### src/rtl/rfm_pkg.sv
package rfm_pkg;
    typedef enum logic [1:0] {
        TH_RUN  = 2'd0,
        TH_HOT  = 2'd1,
        TH_COOL = 2'd2
    } therm_state_t;
endpackage

### src/rtl/rfm_sync.sv
module rfm_sync #(
    parameter int WIDTH  = 1,
    parameter int STAGES = 2
) (
    input  logic             clk,
    input  logic             rst_n,
    input  logic [WIDTH-1:0] async_i,
    output logic [WIDTH-1:0] sync_o
);
    logic [WIDTH-1:0] stage_q [STAGES];

    generate
        for (genvar s = 0; s < STAGES; s++) begin : g_stage
            if (s == 0) begin : g_first
                always_ff @(posedge clk or negedge rst_n) begin
                    if (!rst_n) stage_q[0] <= '0;
                    else        stage_q[0] <= async_i;
                end
            end else begin : g_next
                always_ff @(posedge clk or negedge rst_n) begin
                    if (!rst_n) stage_q[s] <= '0;
                    else        stage_q[s] <= stage_q[s-1];
                end
            end
        end
    endgenerate

    assign sync_o = stage_q[STAGES-1];
endmodule

### src/rtl/rfm_fault_agg.sv
module rfm_fault_agg #(
    parameter int NRAILS = 3
) (
    input  logic              clk,
    input  logic              rst_n,
    input  logic [NRAILS-1:0] uv_s,
    input  logic [NRAILS-1:0] en_s,
    input  logic              ramp_s,
    input  logic              shdn_s,
    input  logic              warn_s,
    output logic              fault_o
);
    logic [NRAILS-1:0] uv_live;
    logic              any_uv;
    logic              fault_d;
    logic              fault_q;

    // Per-rail qualification: a rail only counts when enabled and not ramping
    generate
        for (genvar r = 0; r < NRAILS; r++) begin : g_rail
            assign uv_live[r] = uv_s[r] & en_s[r] & ~ramp_s;
        end
    endgenerate

    assign any_uv = |uv_live;

    always_comb begin
        fault_d = 1'b0;
        if (!shdn_s) fault_d = any_uv | warn_s;
    end

    always_ff @(posedge clk or negedge rst_n) begin
        if (!rst_n) fault_q <= 1'b0;
        else        fault_q <= fault_d;
    end

    assign fault_o = fault_q;


    shdn_forces_low_chk: assert property (@(posedge clk) disable iff (!rst_n)
        shdn_s |=> !fault_o);


    warn_reported_chk: assert property (@(posedge clk) disable iff (!rst_n)
        (warn_s && !shdn_s) |=> fault_o);


    ramp_masks_uv_chk: assert property (@(posedge clk) disable iff (!rst_n)
        (ramp_s && !warn_s) |=> !fault_o);


    disabled_rails_quiet_chk: assert property (@(posedge clk) disable iff (!rst_n)
        ((en_s == '0) && !warn_s) |=> !fault_o);
endmodule

### src/rtl/rfm_therm_fsm.sv
module rfm_therm_fsm
    import rfm_pkg::*;
(
    input  logic clk,
    input  logic rst_n,
    input  logic crit_s,
    input  logic ramp_s,
    output logic therm_off_o
);
    therm_state_t state_q, state_d;
    logic         ramp_prev_q;
    logic         ramp_rise;

    assign ramp_rise = ramp_s & ~ramp_prev_q;

    always_ff @(posedge clk or negedge rst_n) begin
        if (!rst_n) ramp_prev_q <= 1'b0;
        else        ramp_prev_q <= ramp_s;
    end

    always_comb begin
        state_d = state_q;
        unique case (state_q)
            TH_RUN:  if (crit_s) state_d = TH_HOT;
            TH_HOT:  if (!crit_s) state_d = TH_COOL;
            TH_COOL: begin
                if (crit_s)         state_d = TH_HOT;
                else if (ramp_rise) state_d = TH_RUN;
            end
            default: state_d = TH_HOT;
        endcase
    end

    always_ff @(posedge clk or negedge rst_n) begin
        if (!rst_n) state_q <= TH_RUN;
        else        state_q <= state_d;
    end

    always_comb begin
        therm_off_o = 1'b1;
        unique case (state_q)
            TH_RUN:  therm_off_o = 1'b0;
            TH_HOT:  therm_off_o = 1'b1;
            TH_COOL: therm_off_o = 1'b1;
            default: therm_off_o = 1'b1;
        endcase
    end


    crit_trips_chk: assert property (@(posedge clk) disable iff (!rst_n)
        crit_s |=> therm_off_o);


    release_needs_rise_chk: assert property (@(posedge clk) disable iff (!rst_n)
        $fell(therm_off_o) |-> ($past(ramp_rise) && !$past(crit_s)));


    no_spurious_trip_chk: assert property (@(posedge clk) disable iff (!rst_n)
        (!therm_off_o && !crit_s) |=> !therm_off_o);
endmodule

### src/rtl/rail_fault_mon.sv
module rail_fault_mon #(
    parameter int NRAILS      = 3,
    parameter int SYNC_STAGES = 2
) (
    input  logic              clk,
    input  logic              rst_n,
    input  logic [NRAILS-1:0] uv_raw,
    input  logic [NRAILS-1:0] rail_en,
    input  logic              ramp_busy,
    input  logic              shdn_req,
    input  logic              ot_warn,
    input  logic              ot_crit,
    output logic              fault_o,
    output logic              therm_off_o
);
    localparam int SW = 2 * NRAILS + 4;

    logic [SW-1:0]     raw_bus;
    logic [SW-1:0]     syn_bus;
    logic [NRAILS-1:0] uv_s, en_s;
    logic              ramp_s, shdn_s, warn_s, crit_s;

    assign raw_bus = {ot_crit, ot_warn, shdn_req, ramp_busy, rail_en, uv_raw};

    rfm_sync #(.WIDTH(SW), .STAGES(SYNC_STAGES)) u_sync (
        .clk     (clk),
        .rst_n   (rst_n),
        .async_i (raw_bus),
        .sync_o  (syn_bus)
    );

    assign uv_s   = syn_bus[NRAILS-1:0];
    assign en_s   = syn_bus[2*NRAILS-1:NRAILS];
    assign ramp_s = syn_bus[2*NRAILS];
    assign shdn_s = syn_bus[2*NRAILS+1];
    assign warn_s = syn_bus[2*NRAILS+2];
    assign crit_s = syn_bus[2*NRAILS+3];

    rfm_fault_agg #(.NRAILS(NRAILS)) u_agg (
        .clk     (clk),
        .rst_n   (rst_n),
        .uv_s    (uv_s),
        .en_s    (en_s),
        .ramp_s  (ramp_s),
        .shdn_s  (shdn_s),
        .warn_s  (warn_s),
        .fault_o (fault_o)
    );

    rfm_therm_fsm u_fsm (
        .clk         (clk),
        .rst_n       (rst_n),
        .crit_s      (crit_s),
        .ramp_s      (ramp_s),
        .therm_off_o (therm_off_o)
    );
endmodule

### config.mk
export PLATFORM = sky130hd
export DESIGN_NAME = rail_fault_mon
export DESIGN_NICKNAME = d
export VERILOG_FILES = /design/src/rtl/rfm_pkg.sv /design/src/rtl/rfm_sync.sv /design/src/rtl/rfm_fault_agg.sv /design/src/rtl/rfm_therm_fsm.sv /design/src/rtl/rail_fault_mon.sv
export SDC_FILE = /design/constraint.sdc
export NUM_CORES = 1
export LEC_CHECK = 0
export ABC_AREA = 1
export BUFFER_PORTS_ARGS = -buffer_cell sky130_fd_sc_hd__buf_2
export CAP_MARGIN = 20
export CORE_ASPECT_RATIO = 1.1
export CORE_MARGIN = 1.5
export CORE_UTILIZATION = 35
export DETAILED_ROUTE_END_ITERATION = 8
export PLACE_DENSITY = 0.64
export SLEW_MARGIN = 0
export SYNTH_ARGS = -nofsm -noshare
export SYNTH_HDL_FRONTEND = slang
export SYNTH_SLANG_ARGS = --single-unit
### constraint.sdc
create_clock -name clk -period 1.48 [get_ports clk]
set_clock_uncertainty 0.1 [all_clocks]
set_input_delay 0.296 -clock clk [delete_from_list [all_inputs] [get_ports clk]]
set_output_delay 0.296 -clock clk [all_outputs]
set_load 0.03 [all_outputs]
==> results.cfg <==
[cts]
htreeDepth = 1
cts_sinks = 24
clock_tree.buffer_depth = 2
cts_buffers = 3
clock-root-buffer = clkbuf_4
tritoncts = yes
clkLatencyLatePin_ns = 0.30
clk_pin_slew_ns = 0.11

[placed_design]
finalWeightedCongestion = 0.585
dp_slack_ns = 0.421
placed_area_sq_um = 759
port_buffers = 13
dpl.hpwl_um = 522

[floorplan]
coreArea_sq_um = 1800
die_h_um = 49.0
io_pins = 14
start_util_pct = 37.3
rows = 16
die_area_sq_um = 2190
die_x_um = 44.8

[worst_setup_path]
critPathMaxStageDelay_ns = 0.42
rr_endpoint = u_fsm.state_q[1]
crit_family = flip-flops
worstPathMaxFanout = 2
reg2reg_setup_slack_ns = 0.58
path_cells = inv_2, nand2_2, buf_2
critPathBufInv = 2
rr_startpoint = u_fsm.state_q[0]
cp_slowest_cell = dfrtp_1
r2r_cells = 3
critPathArrivalTime_ns = 0.99
required_ns = 1.08
critPathCaptureType = primary output
path_class = reg -> out
cp-start-kind = flop

[routing]
routed_via_density = 4.05
drtIter0Drc = 0
drt-total-wl_um = 865
drc = 0
drtPass1Iterations = 1
num_vias = 348
ant_nets = 0
post_drt_wl_per_cell_um = 10.1

[logic_synthesis]
synth_seq_area_share_pct = 89.4
netlist_area_sq_um = 672
syn_avg_cell_area_sq_um = 16.8
syn_nets = 52
synth.ff_latch_count = 24
yosys_warnings = 0
synthCells = 40
ys_types = 9

[outcome]
status = complete, no violations

[timing]
rsz0062_at_grt = false
setup_violations = 0
drv_slew = 0
slew_headroom_pct = 66.4
hold_viol_final = 0
fin_ws_ns = 0.0904
fin_crit_ns = 1.39
tns_ns = 0
finalCritPeriodShare_pct = 93.9
worst_pin_slew_ns = 0.503
fmax_ghz = 0.720

[hold_path]
min_to = u_sync.sync_o[6]
hp-class = reg -> reg
min-delay-start = u_sync.stage_q[16]
hold_depth = 0

[grt]
grt_usage_pct = 10.3
grt_pass1_wl_um = 1500
gr-usage-met1_pct = 11.6
antenna_found_initial = 0
grt_max_degree = 25
overflow = 0
first_global_vias = 376
gr-max-usage-layer = met2
grt_use_met2_pct = 15.2
grtUsageMet3_pct = 3.33

[power]
p_leak_nw = 0.447
pwr_density_cell_nw_per_um2 = 1220
ir_drop_v = 0.000738

[final_layout]
mostFrequentLayoutCells = dfrtp_1, buf_2, dlygate4sd3_1
num_antenna_cells = 0
final_layout_size_suffix_gt1_share_pct = 29.4
nets = 81
mostFrequentLayoutCell = dfrtp_1
area_growth_pct = 34.8
postLayoutCellArea_sq_um = 906
fill_cells = 161

[job]
max_cap_viol_count = 0
Yosys cell counts (all sizes together):
| master | n | area (sq um) |
|---|---|---|
| dfrtp | 24 | 601 |
| nand2 | 6 | 25.0 |
| nor2 | 1 | 3.75 |
| inv | 5 | 18.8 |
| nand3 | 1 | 5.00 |
| a21oi | 3 | 18.8 |
how the worst max path moves through the flow:
stage / end / startpoint / depth (start not counted) / slack, ns
3_3_place_gp: therm_off_o / u_fsm.state_q[1] / 3 / 0.44
3_5_place_dp: therm_off_o / u_fsm.state_q[0] / 3 / 0.42
5_1_grt: therm_off_o / u_fsm.state_q[1] / 3 / 0.02
4_1_cts: therm_off_o / u_fsm.state_q[0] / 3 / 0.06
2_1_floorplan: therm_off_o / u_fsm.state_q[1] / 2 / 0.53
6_report: therm_off_o / u_fsm.state_q[0] / 3 / 0.09
power by group:
| group | switching [mW] | internal, mW | total [mW] |
|---|---|---|---|
| Clock | 0.172 | 0.150 | 0.322 |
| Sequential | 0.0118 | 0.691 | 0.703 |
| Combinational | 0.0401 | 0.0399 | 0.0800 |
final cells by class:
type / count / area (sq um) / share of cell area, %
inverter: 5 / 18.8 / 2.07
tap: 18 / 22.5 / 2.49
clock buffer: 4 / 36.3 / 4.01
multi-input combinational: 11 / 52.6 / 5.80
sequential: 24 / 601 / 66.3
timing repair buffer: 24 / 175 / 19.3
stage by stage:
step,utilization (%),power [mW],hold WS [ns],std cells
after floorplan,-,0.740,-0.0996,40
after global placement,42.2,0.771,0.176,71
after detailed placement,42.2,0.776,0.190,71
after CTS,50.3,1.13,0.264,86
after global routing,50.3,1.17,0.274,86
final,50.3,1.11,0.262,86
sequential cells by signal, summed over array words and instances, names as in the netlist:
register           flops
u_agg.fault_o          1
u_fsm.ramp_prev_q      1
u_fsm.state_q          2
u_sync.stage_q        10
u_sync.sync_o         10
logic make-up after synthesis:
logic type,Yosys count,share of synthesized area (%)
flip-flops,24,89.4
buffers and inverters,5,2.79
AND/OR/NAND/NOR,8,5.03
AO/OA/AOI/OAI,3,2.79
metal layers:
metal | vias up | routed length, um
li1 | 175 | -
met1 | 162 | 352
met2 | 9 | 472
met3 | 2 | 28
met4 | 0 | 11
met5 | - | 0
repair_timing:
action | 4_1_cts | 5_1_grt
gates resized for setup | 0 | 0
endpoints found under the hold margin | 34 | 0
buffers inserted | 0 | 0
hold buffers | 11 | 0
Note: power is estimated with default switching activity, not from simulation.
